File: src/rtl/abus_pkg.sv
package abus_pkg;

    localparam int BUS_W = 16;

    typedef logic [BUS_W-1:0] bus_word_t;

    // One sample of the bus pins taken on the system clock
    typedef struct packed {
        logic      e;
        logic      rd;
        logic      lstb_n;
        bus_word_t ad;
    } bus_sample_t;

    localparam bus_sample_t IDLE_SAMPLE = '{e: 1'b0, rd: 1'b0, lstb_n: 1'b1, ad: '0};

    typedef enum logic [1:0] {
        ACC_WIDE = 2'd0,
        ACC_ODD  = 2'd1,
        ACC_EVEN = 2'd2,
        ACC_BAD  = 2'd3
    } acc_kind_e;

    typedef struct packed {
        logic even;
        logic odd;
        logic wide;
        logic bad;
    } lane_set_t;

    localparam lane_set_t NO_LANES = '{even: 1'b0, odd: 1'b0, wide: 1'b0, bad: 1'b0};

    function automatic acc_kind_e classify(input logic lstb_n, input logic a0);
        acc_kind_e k;
        case ({lstb_n, a0})
            2'b00:   k = ACC_WIDE;
            2'b01:   k = ACC_ODD;
            2'b10:   k = ACC_EVEN;
            default: k = ACC_BAD;
        endcase
        return k;
    endfunction

    function automatic lane_set_t lanes_for(input acc_kind_e k);
        lane_set_t l;
        l = NO_LANES;
        case (k)
            ACC_WIDE: begin l.even = 1'b1; l.odd = 1'b1; l.wide = 1'b1; end
            ACC_ODD:  l.odd  = 1'b1;
            ACC_EVEN: l.even = 1'b1;
            default:  l.bad  = 1'b1;
        endcase
        return l;
    endfunction

endpackage

File: src/rtl/abus_input_pipe.sv
module abus_input_pipe
    import abus_pkg::*;
#(
    parameter int STAGES = 2
) (
    input  logic        clk,
    input  logic        rst,
    input  bus_sample_t raw,
    output logic        e_now,
    output logic        e_rise,
    output bus_word_t   last_ad,
    output logic        last_rd,
    output logic        last_lstb_n
);
    localparam int DEPTH = STAGES + 1;

    bus_sample_t [DEPTH-1:0] pipe;

    always_ff @(posedge clk) begin
        if (rst) begin
            for (int i = 0; i < DEPTH; i++) pipe[i] <= IDLE_SAMPLE;
        end else begin
            pipe[0] <= raw;
            for (int i = 1; i < DEPTH; i++) pipe[i] <= pipe[i-1];
        end
    end

    // Stage STAGES-1 is the synchronized present, stage STAGES the sample before it
    assign e_now       = pipe[STAGES-1].e;
    assign e_rise      = pipe[STAGES-1].e & ~pipe[STAGES].e;
    assign last_ad     = pipe[STAGES].ad;
    assign last_rd     = pipe[STAGES].rd;
    assign last_lstb_n = pipe[STAGES].lstb_n;

endmodule

File: src/rtl/abus_addr_capture.sv
module abus_addr_capture
    import abus_pkg::*;
(
    input  logic      clk,
    input  logic      rst,
    input  logic      e_now,
    input  logic      e_rise,
    input  bus_word_t last_ad,
    input  logic      last_rd,
    input  logic      last_lstb_n,
    output bus_word_t addr_q,
    output logic      rd_q,
    output logic      lstb_n_q,
    output logic      phase_q
);
    always_ff @(posedge clk) begin
        if (rst) begin
            addr_q   <= '0;
            rd_q     <= 1'b0;
            lstb_n_q <= 1'b1;
            phase_q  <= 1'b0;
        end else begin
            phase_q <= e_now;
            if (e_rise) begin
                addr_q   <= last_ad;
                rd_q     <= last_rd;
                lstb_n_q <= last_lstb_n;
            end
        end
    end

    assert_capture_R3: assert property (@(posedge clk) disable iff (rst)
        e_rise |=> addr_q == $past(last_ad));

    assert_addr_hold_R4: assert property (@(posedge clk) disable iff (rst)
        !e_rise |=> $stable(addr_q));

    assert_ctrl_hold_R10: assert property (@(posedge clk) disable iff (rst)
        !e_rise |=> ($stable(rd_q) && $stable(lstb_n_q)));

endmodule

File: src/rtl/abus_lane_decode.sv
module abus_lane_decode
    import abus_pkg::*;
(
    input  logic clk,
    input  logic rst,
    input  logic phase,
    input  logic lstb_n,
    input  logic a0,
    output logic even_en,
    output logic odd_en,
    output logic wide_acc,
    output logic illegal_acc
);
    acc_kind_e kind;
    lane_set_t lanes;

    always_comb begin
        kind  = classify(lstb_n, a0);
        lanes = phase ? lanes_for(kind) : NO_LANES;
    end

    assign even_en     = lanes.even;
    assign odd_en      = lanes.odd;
    assign wide_acc    = lanes.wide;
    assign illegal_acc = lanes.bad;

    assert_wide_both_R5: assert property (@(posedge clk) disable iff (rst)
        wide_acc |-> (even_en && odd_en && !a0 && !lstb_n));

    assert_odd_only_R6: assert property (@(posedge clk) disable iff (rst)
        (odd_en && !even_en) |-> (a0 && !lstb_n));

    assert_even_only_R7: assert property (@(posedge clk) disable iff (rst)
        (even_en && !odd_en) |-> (!a0 && lstb_n));

    assert_illegal_no_lane_R8: assert property (@(posedge clk) disable iff (rst)
        illegal_acc |-> (!even_en && !odd_en && !wide_acc));

    assert_gated_R9: assert property (@(posedge clk) disable iff (rst)
        !phase |-> $countones({even_en, odd_en, wide_acc, illegal_acc}) == 0);

endmodule

File: src/rtl/abus_demux.sv
module abus_demux
    import abus_pkg::*;
#(
    parameter int SYNC_STAGES = 2
) (
    input  logic        clk,
    input  logic        rst,
    input  logic        bus_e,
    input  logic        bus_rd,
    input  logic        bus_lstb_n,
    input  logic [15:0] bus_ad,
    output logic [15:0] addr_q,
    output logic        xfer_read,
    output logic        phase_valid,
    output logic        even_en,
    output logic        odd_en,
    output logic        wide_acc,
    output logic        illegal_acc
);
    bus_sample_t raw;
    logic        e_now;
    logic        e_rise;
    bus_word_t   last_ad;
    logic        last_rd;
    logic        last_lstb_n;
    logic        lstb_n_q;

    assign raw = '{e: bus_e, rd: bus_rd, lstb_n: bus_lstb_n, ad: bus_ad};

    abus_input_pipe #(.STAGES(SYNC_STAGES)) u_pipe (
        .clk         (clk),
        .rst         (rst),
        .raw         (raw),
        .e_now       (e_now),
        .e_rise      (e_rise),
        .last_ad     (last_ad),
        .last_rd     (last_rd),
        .last_lstb_n (last_lstb_n)
    );

    abus_addr_capture u_capture (
        .clk         (clk),
        .rst         (rst),
        .e_now       (e_now),
        .e_rise      (e_rise),
        .last_ad     (last_ad),
        .last_rd     (last_rd),
        .last_lstb_n (last_lstb_n),
        .addr_q      (addr_q),
        .rd_q        (xfer_read),
        .lstb_n_q    (lstb_n_q),
        .phase_q     (phase_valid)
    );

    abus_lane_decode u_decode (
        .clk         (clk),
        .rst         (rst),
        .phase       (phase_valid),
        .lstb_n      (lstb_n_q),
        .a0          (addr_q[0]),
        .even_en     (even_en),
        .odd_en      (odd_en),
        .wide_acc    (wide_acc),
        .illegal_acc (illegal_acc)
    );

    assert_phase_start_R2: assert property (@(posedge clk) disable iff (rst)
        $rose(phase_valid) |-> $past(e_rise));

endmodule

File: config.mk
export PLATFORM = sky130hd
export DESIGN_NAME = abus_demux
export DESIGN_NICKNAME = d
export VERILOG_FILES = /design/src/rtl/abus_pkg.sv /design/src/rtl/abus_input_pipe.sv /design/src/rtl/abus_addr_capture.sv /design/src/rtl/abus_lane_decode.sv /design/src/rtl/abus_demux.sv
export SDC_FILE = /design/constraint.sdc
export NUM_CORES = 1
export LEC_CHECK = 0
export ABC_AREA = 0
export BUFFER_PORTS_ARGS = -buffer_cell sky130_fd_sc_hd__buf_2
export CORE_MARGIN = 8
export CORE_UTILIZATION = 40
export DETAILED_ROUTE_END_ITERATION = 12
export PLACE_DENSITY_LB_ADDON = 0.2
export SLEW_MARGIN = 0
export SYNTH_ARGS = -nofsm -noshare
export SYNTH_HDL_FRONTEND = slang
export SYNTH_SLANG_ARGS = --single-unit
export TNS_END_PERCENT = 100
File: constraint.sdc
create_clock -name clk -period 1.26 [get_ports clk]
set_input_delay 0.189 -clock clk [delete_from_list [all_inputs] [get_ports clk]]
set_output_delay 0.189 -clock clk [all_outputs]
set_load 0.02 [all_outputs]
# Word-level counts from Yosys, hierarchy flattened
# Cells that the tools add are included.
# totals
regBits,75
inputBits,21
# classes
eq_ne,4
mux,6
bitwise_logic,2
n_reduce_logical,5
# op_table
cell,n
$pmux 2 s3,1
$eq 2x1->1 const B,2
$eq 2x2->1 const B,2
$logic_not 2->1,2
$mux 1,4
$mux 4,1
$reduce_or 2->1,2
$reduce_or 3->1,1
$and 1x1->1,1
$not 1->1,1

# Longest topological paths before layout
# Gate-level depths: netlist of the first run.
# depth
word_depth,6
ltp_mapped,4
ltp_nobuf,2

# Hierarchy
# A second synthesis of the first run with hierarchy kept.
# hier_totals
hier_cells,201
area_unflattened_um2,2374.8
# modules_own_cells
mod,n_inst,cells_per_inst,area_per_inst_um2,seq_area_each_um2
abus_input_pipe,1,137,1666.6,1141.1
abus_addr_capture,1,60,676.9,380.4
abus_lane_decode,1,4,31.3,0.0

# Worst setup path before layout of the first run
# Ideal clock, no wire load.
# synth_path
kind,register -> output
start,register u_capture.phase_q
end,output port wide_acc
arrival_ns,1.462
required_ns,1.071
setup_slack_ns,-0.391
stages_incl_launch_ff,4
cell_sequence,dfxtp_1 clkbuf_1 nor2b_1 nor2b_1
# synth_via
elab_chain_len,1
# synth_rtl
element,line,source
start: declaration,abus_addr_capture.sv:14,output logic phase_q
start signal: assignment,abus_addr_capture.sv:23,phase_q <= e_now;
$mux 4,abus_lane_decode.sv:19,lanes = phase ? lanes_for(kind) : NO_LANES;
end: declaration,abus_demux.sv:17,"output logic wide_acc,"
# No other way between the ends.

# Worst setup path in the final report of the first run
# Ends and elaborated chain as after synthesis.

==> flow_metrics.env, run 1 <==
export IMPL_drt_pass1_iterations=4
export IMPL_rr_startpoint="u_capture.phase_q"
export IMPL_syn2layout_area_growth_pct=20.9
export IMPL_register_bit_total_from_synthesis=75
export IMPL_pwr_density_cell_mw_per_mm2=1460
export IMPL_grt_overflow_total=0
export IMPL_setup_viol_count_final=0
export IMPL_global_route_usage_met2=0.114
export IMPL_ys_warnings_count=0
export IMPL_overall_global_routing_resource_usage=0.0889
export IMPL_io_pins=43
export IMPL_post_synth_instance_area_mm2=0.00242
export IMPL_synth_avg_cell_area_um2=11.7
export IMPL_initial_core_util=0.411
export IMPL_timing_critical_path_to_type="output pin"
export IMPL_clkSlewWorstSetupHoldPaths_ps=70
export IMPL_worst_r2r_path_depth=4
export IMPL_critical_path_startpoint_type="register"
export IMPL_die_x_um=93.7
export IMPL_clock_sink_count=75
export IMPL_critical_path_max_fanout=4
export IMPL_drt_wirelength_per_cell_um=10.7
export IMPL_drt_total_wl_um=3550
export IMPL_outcome="finished, final reports clean"
export IMPL_leakage_nw=1.20
export IMPL_ratio_of_final_minimum_period_to_clock_period=0.999
export IMPL_finish_net_count=273
export IMPL_critical_path_class="register to output pin"
export IMPL_crit_arrival_ps=1070
export IMPL_grt_most_used_layer="met2"
export IMPL_dpl_hpwl_um=2420
export IMPL_layout_cells_non_filler=331
export IMPL_met1_usage=0.111
export IMPL_cts_buffers=9
export IMPL_die_y_um=93.7
export IMPL_grt_setup_unrepaired="yes"
export IMPL_syn_num_nets=228
export IMPL_ctsLongestPathBuffers=2
export IMPL_layout_cells_most_common_list="sky130_fd_sc_hd__dfxtp_1 (72), sky130_fd_sc_hd__nor2b_1 (55), sky130_fd_sc_hd__buf_2 (39)"
export IMPL_synth_cell_types=17
export IMPL_insertedDiodeCount=0
export IMPL_rr_endpoint="u_capture.lstb_n_q"
export IMPL_timing_max_slew_rel_slack=0.872
export IMPL_core_area_mm2=0.00589
export IMPL_ctsHoldBuffers=0
export IMPL_gp_congestion=0.622
export IMPL_vdd_drop_max_v=0.000547
export IMPL_cts_htree_levels=3
export IMPL_achievable_frequency_ghz=0.794
export IMPL_timing_clock_skew_ps=6.07
export IMPL_vias=1377
export IMPL_reg2reg_slack_ps=90
export IMPL_yosys_top_cells_area="sky130_fd_sc_hd__dfxtp_1 (62%), sky130_fd_sc_hd__nor2b_1 (15%), sky130_fd_sc_hd__nand4bb_1 (7.9%), sky130_fd_sc_hd__nand2b_1 (4.4%), sky130_fd_sc_hd__o21ai_2 (3.6%)"
export IMPL_antenna_found_initial=0
export IMPL_floorplan_rows=28
export IMPL_seq_area_frac_synth=0.621
export IMPL_postSynthCellCount=207
export IMPL_final_antenna_net_count=0
export IMPL_grt_pass1_vias=1343
export IMPL_worstHoldEndpoint="u_pipe.pipe[16]"
export IMPL_report_final_hold_viol_count=0
export IMPL_worst_pin_slew_ps=192
export IMPL_drc_errors=0
export IMPL_insertion_delay_ps=330
export IMPL_timing_hold_ws_ps=39.2
export IMPL_grt_first_pass_wirelength_um=6110
export IMPL_grt_start_max_net_pins=58
export IMPL_crit_required_ps=1070
export IMPL_post_drt_via_cell_ratio=4.16
export IMPL_clock_root_buffer="sky130_fd_sc_hd__clkbuf_8"
export IMPL_port_buffers=42
export IMPL_drt_first_iter_violations=67
export IMPL_drive_gt1_frac=0.320
export IMPL_met3_usage=0.0368
export IMPL_place_inst=315
export IMPL_die_area_mm2=0.00879
export IMPL_netlist_top_cell_by_area="sky130_fd_sc_hd__dfxtp_1"
export IMPL_final_report_max_slew_violation_count=0
export IMPL_most_common_cell_after_layout_fill_and_taps_aside="sky130_fd_sc_hd__dfxtp_1"
export IMPL_tritoncts="done"
export IMPL_hp_start="bus_lstb_n"
export IMPL_hold_path_cell_count=2
export IMPL_max_cap_viol_count=0
export IMPL_worst_hold_path_type="input pin to register"
export IMPL_synthDominantCellAreaShare=0.621
export IMPL_finalCriticalPeriod_ps=1260
[synth_stat cells]
library cell	instances
sky130_fd_sc_hd__nor2b_1	57
sky130_fd_sc_hd__o21ai_1	1
sky130_fd_sc_hd__nand4bb_1	17
sky130_fd_sc_hd__nand2b_1	17
sky130_fd_sc_hd__and2b_1	1
sky130_fd_sc_hd__dfxtp_1	75
sky130_fd_sc_hd__nor2_1	2
sky130_fd_sc_hd__or2_2	3
sky130_fd_sc_hd__and3_1	1
sky130_fd_sc_hd__o21ai_0	6
sky130_fd_sc_hd__clkbuf_1	8
sky130_fd_sc_hd__mux2i_1	1
sky130_fd_sc_hd__buf_2	5
sky130_fd_sc_hd__buf_4	1
sky130_fd_sc_hd__o21ai_2	10
sky130_fd_sc_hd__buf_8	1
sky130_fd_sc_hd__buf_6	1
[layout make-up]
class | instances | area [um2]
Tap cell | 75 | 93.8
Clock buffer | 13 | 169
Timing Repair Buffer | 50 | 298
Clock inverter | 2 | 10.0
Fill cell | 547 | 2960
Sequential cell | 75 | 1510
Multi-Input combinational cell | 116 | 842
[per-stage QoR]
stage / utilization / worst slack (ps) / TNS, ps / cell area (um2) / power (mW)
floorplan: - / 66.8 / 0 / 2430 / 2.65
global placement: 0.461 / 200 / 0 / 2710 / 2.71
detailed placement: 0.461 / 168 / 0 / 2710 / 2.71
CTS: 0.494 / -22.9 / -22.9 / 2910 / 4.34
global route: 0.497 / -85.1 / -87.0 / 2920 / 4.50
finish: 0.497 / 1.29 / 0 / 2920 / 4.26
[kinds of logic after synthesis]
logic type      count (synthesis)  share of synthesized area
compound gates                 17                     0.0507
buf+inv                        16                     0.0367
simple gates                   98                      0.287
flops                          75                      0.621
mux                             1                    0.00414
[routing by layer]
metal | wire length, um | share of wire | vias up
met1 | 1860 | 0.52 | 577
li1 | - | - | 756
met3 | 248 | 0.070 | 7
met2 | 1330 | 0.37 | 37
met5 | 0 | 0 | -
met4 | 114 | 0.032 | 0
[worst max-delay path by stage]
| stage | from | endpoint | slack (ps) | depth (start not counted) |
|---|---|---|---|---|
| finish | u_capture.phase_q | wide_acc | 1 | 3 |
| global route | u_capture.phase_q | wide_acc | -90 | 3 |
| CTS | u_capture.phase_q | wide_acc | -20 | 3 |
| detailed placement | u_capture.phase_q | u_capture.addr_q[2] | 170 | 3 |
| global placement | u_capture.phase_q | u_capture.lstb_n_q | 200 | 3 |
| floorplan | u_capture.phase_q | wide_acc | 70 | 3 |
[worst max-delay path, stage by stage, from the launching register on]
cell                      delay, ps
sky130_fd_sc_hd__dfxtp_4        350
sky130_fd_sc_hd__nor2b_4        130
sky130_fd_sc_hd__nor2b_4        140
sky130_fd_sc_hd__buf_6          110
[what timing repair did]
action | 4_1_cts | 5_1_grt
resized for setup | 4 | 5
pin swaps | 0 | 0
endpoints found under the setup margin | 4 | 6
buffers inserted | 1 | 0
[where the power goes]
part           switching [mW]  internal [mW]
combinational          0.0838          0.106
sequential             0.0163           2.44
clock                   0.756          0.860
[registers in the layout (all words and copies together) (netlist names)]
register and flops:
u_pipe.last_rd 1, u_pipe.last_ad 16, u_capture.addr_q 16, u_capture.rd_q 1, u_capture.lstb_n_q 1, u_capture.phase_q 1, u_pipe.last_lstb_n 1, u_pipe.e_now 1
u_pipe.pipe 37
(Power assumes the default switching activity.)
==> run 2: changes to the inputs <==
Settings changed: CTS_BUF_LIST set to sky130_fd_sc_hd__clkbuf_16.
==> flow_metrics.env, run 2 (same netlist as run 1, synthesis figures left out) <==
export IMPL_overall_global_routing_resource_usage=0.0907
export IMPL_worst_hold_path_type="input pin to register"
export IMPL_die_y_um=93.7
export IMPL_insertedDiodeCount=0
export IMPL_flip_flop_count_of_the_largest_register_after_layout=37
export IMPL_clock_sink_count=75
export IMPL_global_route_usage_met2=0.113
export IMPL_power_mw=4.76
export IMPL_critical_path_startpoint_type="register"
export IMPL_timing_hold_ws_ps=51.9
export IMPL_syn2layout_area_growth_pct=23.7
export IMPL_floorplan_rows=28
export IMPL_critical_path_top_cell_by_count="sky130_fd_sc_hd__nor2b_4"
export IMPL_num_fill_cells=541
export IMPL_post_route_cell_area_mm2=0.00299
export IMPL_gp_congestion=0.622
export IMPL_ratio_of_final_minimum_period_to_clock_period=0.987
export IMPL_grt_pass1_vias=1337
export IMPL_leakage_nw=1.23
export IMPL_achievable_frequency_ghz=0.804
export IMPL_core_area_mm2=0.00589
export IMPL_dp_worst_setup_slack_ps=168
export IMPL_drt_first_iter_violations=60
export IMPL_vias=1372
export IMPL_grt_first_pass_wirelength_um=6170
export IMPL_grt_start_max_net_pins=58
export IMPL_drt_pass1_iterations=4
export IMPL_insertion_delay_ps=320
export IMPL_finalCriticalPeriod_ps=1240
export IMPL_final_report_max_slew_violation_count=0
export IMPL_ctsLongestPathBuffers=2
export IMPL_reg2reg_slack_ps=90
export IMPL_met3_usage=0.0368
export IMPL_post_route_worst_setup_slack_ps=16.3
export IMPL_timing_clock_skew_ps=3.33
export IMPL_outcome="finished, final reports clean"
export IMPL_grt_most_used_layer="met1"
export IMPL_critical_path_max_fanout=4
export IMPL_setup_viol_count_final=0
export IMPL_top_register="u_pipe.pipe"
export IMPL_critical_path_class="register to output pin"
export IMPL_report_final_hold_viol_count=0
export IMPL_timing_max_slew_rel_slack=0.872
export IMPL_worst_pin_slew_ps=193
export IMPL_post_drt_via_cell_ratio=4.15
export IMPL_cpPeakStageDelay_ps=350
export IMPL_crit_arrival_ps=1050
export IMPL_layout_area_seq_mm2=0.00151
export IMPL_die_area_mm2=0.00879
export IMPL_most_common_cell_after_layout_fill_and_taps_aside="sky130_fd_sc_hd__dfxtp_1"
export IMPL_die_x_um=93.7
export IMPL_cts_buffers=9
export IMPL_cts_htree_levels=3
export IMPL_drive_gt1_frac=0.309
export IMPL_timing_critical_path_cells="nor2b_4 -> nor2b_4 -> buf_6"
export IMPL_grt_setup_unrepaired="yes"
export IMPL_io_pins=43
export IMPL_drc_errors=0
export IMPL_finish_net_count=273
export IMPL_placedInstanceArea_mm2=0.00271
export IMPL_layout_cells_most_common_list="sky130_fd_sc_hd__dfxtp_1 (72), sky130_fd_sc_hd__nor2b_1 (55), sky130_fd_sc_hd__buf_2 (41)"
export IMPL_critPathSlowestCell="sky130_fd_sc_hd__dfxtp_4"
export IMPL_antenna_found_initial=0
export IMPL_clock_root_buffer="sky130_fd_sc_hd__clkbuf_16"
export IMPL_max_cap_viol_count=0
export IMPL_pwr_density_cell_mw_per_mm2=1590
export IMPL_timing_critical_path_to_type="output pin"
export IMPL_met1_usage=0.115
export IMPL_drt_total_wl_um=3560
export IMPL_drt_wirelength_per_cell_um=10.7
export IMPL_initial_core_util=0.411
export IMPL_clkSlewWorstSetupHoldPaths_ps=50
export IMPL_grt_overflow_total=0
export IMPL_final_antenna_net_count=0
export IMPL_tritoncts="done"
export IMPL_area_of_combinational_cells_with_multiple_inputs_um2=842
export IMPL_vdd_drop_max_v=0.000845
export IMPL_port_buffers=42
export IMPL_dpl_hpwl_um=2420
export IMPL_crit_required_ps=1070
-- run 2: changes by cell type in the layout (fill, tap and decap cells not counted), sizes merged --
cell / delta
inv: +1
clkbuf: -5
clkinv: +3
buf: +1
-- run 2: worst paths after layout --
check,startpoint,endpoint,depth (start not counted)
max,u_capture.phase_q,wide_acc,3
min,bus_lstb_n,u_pipe.pipe[16],2
max reg2reg,u_capture.phase_q,u_capture.lstb_n_q,4
min reg2reg,u_pipe.pipe[16],u_pipe.pipe[35],1
-- run 2: metrics by stage --
step | instances | setup TNS (ps) | util
after global routing | 331 | -56.1 | 0.508
after global placement | 315 | 0 | 0.461
after floorplan | 207 | 0 | -
after detailed placement | 315 | 0 | 0.461
after CTS | 331 | -3.62 | 0.507
final | 331 | 0 | 0.508
-- run 2: final cells by class --
type                    count  share of cell area
multi-input cells         116               0.282
clock inverters             6             0.00837
repair buffers             50              0.0979
clock buffers               9              0.0753
flip-flops and latches     75               0.505
well taps                  75              0.0314
-- run 2: critical path, delay by kind of cell (launching register included) --
kind,cells,cell delay (ps)
buf+inv,1,110
flops,1,350
simple gates,2,270
-- run 2: metal layers --
layer / routed length (um) / vias up / share of wire
li1: - / 757 / -
met1: 1850 / 567 / 0.52
met2: 1330 / 39 / 0.37
met3: 244 / 9 / 0.069
met4: 138 / 0 / 0.039
met5: 0 / - / 0
-- run 2: power by group --
| part | internal (mW) | leakage (nW) | switching [mW] |
|---|---|---|---|
| Combinational | 0.106 | 0.489 | 0.0845 |
| Clock | 1.28 | 0.129 | 0.820 |
| Sequential | 2.45 | 0.615 | 0.0164 |
| Total | 3.84 | 1.23 | 0.921 |
-- run 2: what timing repair did --
action,4_1_cts,5_1_grt
buffers inserted,1,0
setup endpoints to repair,4,5
hold buffers,0,0
resized for setup,4,3
==> run 3: changes to the inputs <==
Settings changed: CORE_MARGIN 8 to unset, PLACE_DENSITY_LB_ADDON 0.2 to unset.
==> flow_metrics.env, run 3 (same netlist as run 1, synthesis figures left out) <==
export IMPL_outcome="complete, but fails checks"
export IMPL_failed_checks="negative setup slack"
export IMPL_antenna_found_initial=0
export IMPL_post_route_cell_area_mm2=0.00307
export IMPL_dpl_hpwl_um=2030
export IMPL_final_antenna_net_count=0
export IMPL_totalNegativeSetupSlack_ps=-21.2
export IMPL_max_cap_viol_count=0
export IMPL_drive_gt1_frac=0.316
export IMPL_initial_core_util=0.426
export IMPL_timing_max_slew_rel_slack=0.843
export IMPL_report_final_hold_viol_count=0
export IMPL_tritoncts="done"
export IMPL_critical_path_class="register to output pin"
export IMPL_insertedDiodeCount=0
export IMPL_crit_arrival_ps=1090
export IMPL_critical_path_top_cell_by_count="sky130_fd_sc_hd__nor2b_4"
export IMPL_num_fill_cells=520
export IMPL_top_register="u_pipe.pipe"
export IMPL_finalCriticalPeriod_ps=1280
export IMPL_grt_setup_unrepaired="yes"
export IMPL_die_area_mm2=0.00636
export IMPL_worstPathBufferInverterCount=1
export IMPL_hp_start="bus_lstb_n"
export IMPL_drc_errors=0
export IMPL_port_buffers=42
export IMPL_io_pins=43
export IMPL_ctsLongestPathBuffers=2
export IMPL_crit_path_start="u_capture.phase_q"
export IMPL_gp_congestion=0.649
export IMPL_timing_hold_ws_ps=50.9
export IMPL_clkSlewWorstSetupHoldPaths_ps=50
export IMPL_drt_first_iter_violations=22
export IMPL_worst_hold_path_type="input pin to register"
export IMPL_ratio_of_final_minimum_period_to_clock_period=1.02
export IMPL_critical_path_max_fanout=7
export IMPL_syn2layout_area_growth_pct=27.1
export IMPL_overall_global_routing_resource_usage=0.116
export IMPL_power_mw=5.43
export IMPL_vias=1341
export IMPL_grt_first_pass_wirelength_um=5440
export IMPL_timing_critical_path_to_type="output pin"
export IMPL_floorplan_rows=27
export IMPL_grt_overflow_total=0
export IMPL_grt_start_max_net_pins=55
export IMPL_reg2reg_slack_ps=180
export IMPL_die_x_um=79.7
export IMPL_drt_total_wl_um=3290
export IMPL_achievable_frequency_ghz=0.780
export IMPL_cpPeakStageDelay_ps=380
export IMPL_timing_clock_skew_ps=2.09
export IMPL_cts_htree_levels=3
export IMPL_grt_pass1_vias=1216
export IMPL_finish_net_count=272
export IMPL_clock_root_buffer="sky130_fd_sc_hd__clkbuf_16"
export IMPL_timing_critical_path_cells="nor2b_4 -> nor2b_4 -> buf_6"
export IMPL_post_route_worst_setup_slack_ps=-21.2
export IMPL_core_area_mm2=0.00568
export IMPL_drt_pass1_iterations=4
export IMPL_final_report_max_slew_violation_count=0
export IMPL_crit_required_ps=1070
export IMPL_clock_sink_count=75
export IMPL_cts_buffers=9
export IMPL_critPathSlowestCell="sky130_fd_sc_hd__dfxtp_4"
export IMPL_post_drt_via_cell_ratio=4.09
export IMPL_leakage_nw=1.27
export IMPL_layout_cells_most_common_list="sky130_fd_sc_hd__dfxtp_1 (72), sky130_fd_sc_hd__nor2b_1 (55), sky130_fd_sc_hd__buf_2 (40)"
export IMPL_gate_family_responsible_for_the_most_delay_along_the_worst_path="flip-flops"
export IMPL_rr_startpoint="u_capture.phase_q"
export IMPL_vdd_drop_max_v=0.000913
export IMPL_postLayoutCoreUtil=0.541
export IMPL_placedInstanceArea_mm2=0.00271
export IMPL_worst_r2r_path_depth=3
export IMPL_worst_pin_slew_ps=236
export IMPL_flip_flop_count_of_the_largest_register_after_layout=37
export IMPL_hold_path_cell_count=2
export IMPL_die_y_um=79.7
export IMPL_drt_wirelength_per_cell_um=10.0
export IMPL_critical_path_startpoint_type="register"
export IMPL_setup_viol_count_final=1
export IMPL_insertion_delay_ps=320
export IMPL_worstHoldEndpoint="u_pipe.pipe[16]"
export IMPL_pwr_density_cell_mw_per_mm2=1770
export IMPL_rr_endpoint="u_capture.lstb_n_q"
export IMPL_most_common_cell_after_layout_fill_and_taps_aside="sky130_fd_sc_hd__dfxtp_1"
run 3: through the flow:
| step | cells | setup WS [ps] |
|---|---|---|
| floorplan | 207 | 66.8 |
| CTS | 328 | -24.7 |
| finish | 328 | -21.2 |
| detailed placement | 310 | 189 |
| global placement | 310 | 205 |
| global route | 328 | -65.8 |
run 3: worst register-to-register path: stages, from the launching register on:
cell and delay (ps):
sky130_fd_sc_hd__dfxtp_4 360, sky130_fd_sc_hd__and2b_1 180, sky130_fd_sc_hd__buf_4 250, sky130_fd_sc_hd__mux2i_1 210
run 3: final cells by class:
cell class	instances	area, um2	share of cell area
tap	72	90.1	0.0293
timing repair buffer	49	297	0.0965
clock inverter	7	108	0.0350
clock buffer	9	225	0.0733
multi-input combinational	116	842	0.274
sequential	75	1510	0.492
run 3: how the worst max path moves through the flow:
stage | endpoint | depth (start not counted)
2_1_floorplan | wide_acc | 3
3_5_place_dp | u_capture.lstb_n_q | 3
6_report | wide_acc | 3
5_1_grt | wide_acc | 3
4_1_cts | wide_acc | 3
3_3_place_gp | u_capture.lstb_n_q | 3
run 3: what timing repair did:
action                     CTS  global route
buffers inserted             2             0
resized for setup            4             3
hold buffers                 0             0
setup endpoints to repair    4             3
run 3: per-layer routing:
layer	up-vias	track usage	wire length (um)
met5	-	0	0
met2	36	0.151	1230
li1	755	-	-
met4	0	0.0964	89
met3	7	0.0343	169
met1	543	0.153	1800
run 3: power breakdown:
part	internal (mW)	total [mW]	switching [mW]
sequential	2.45	2.46	0.0175
clock	1.91	2.78	0.868
combinational	0.106	0.191	0.0846
total	4.46	5.43	0.970
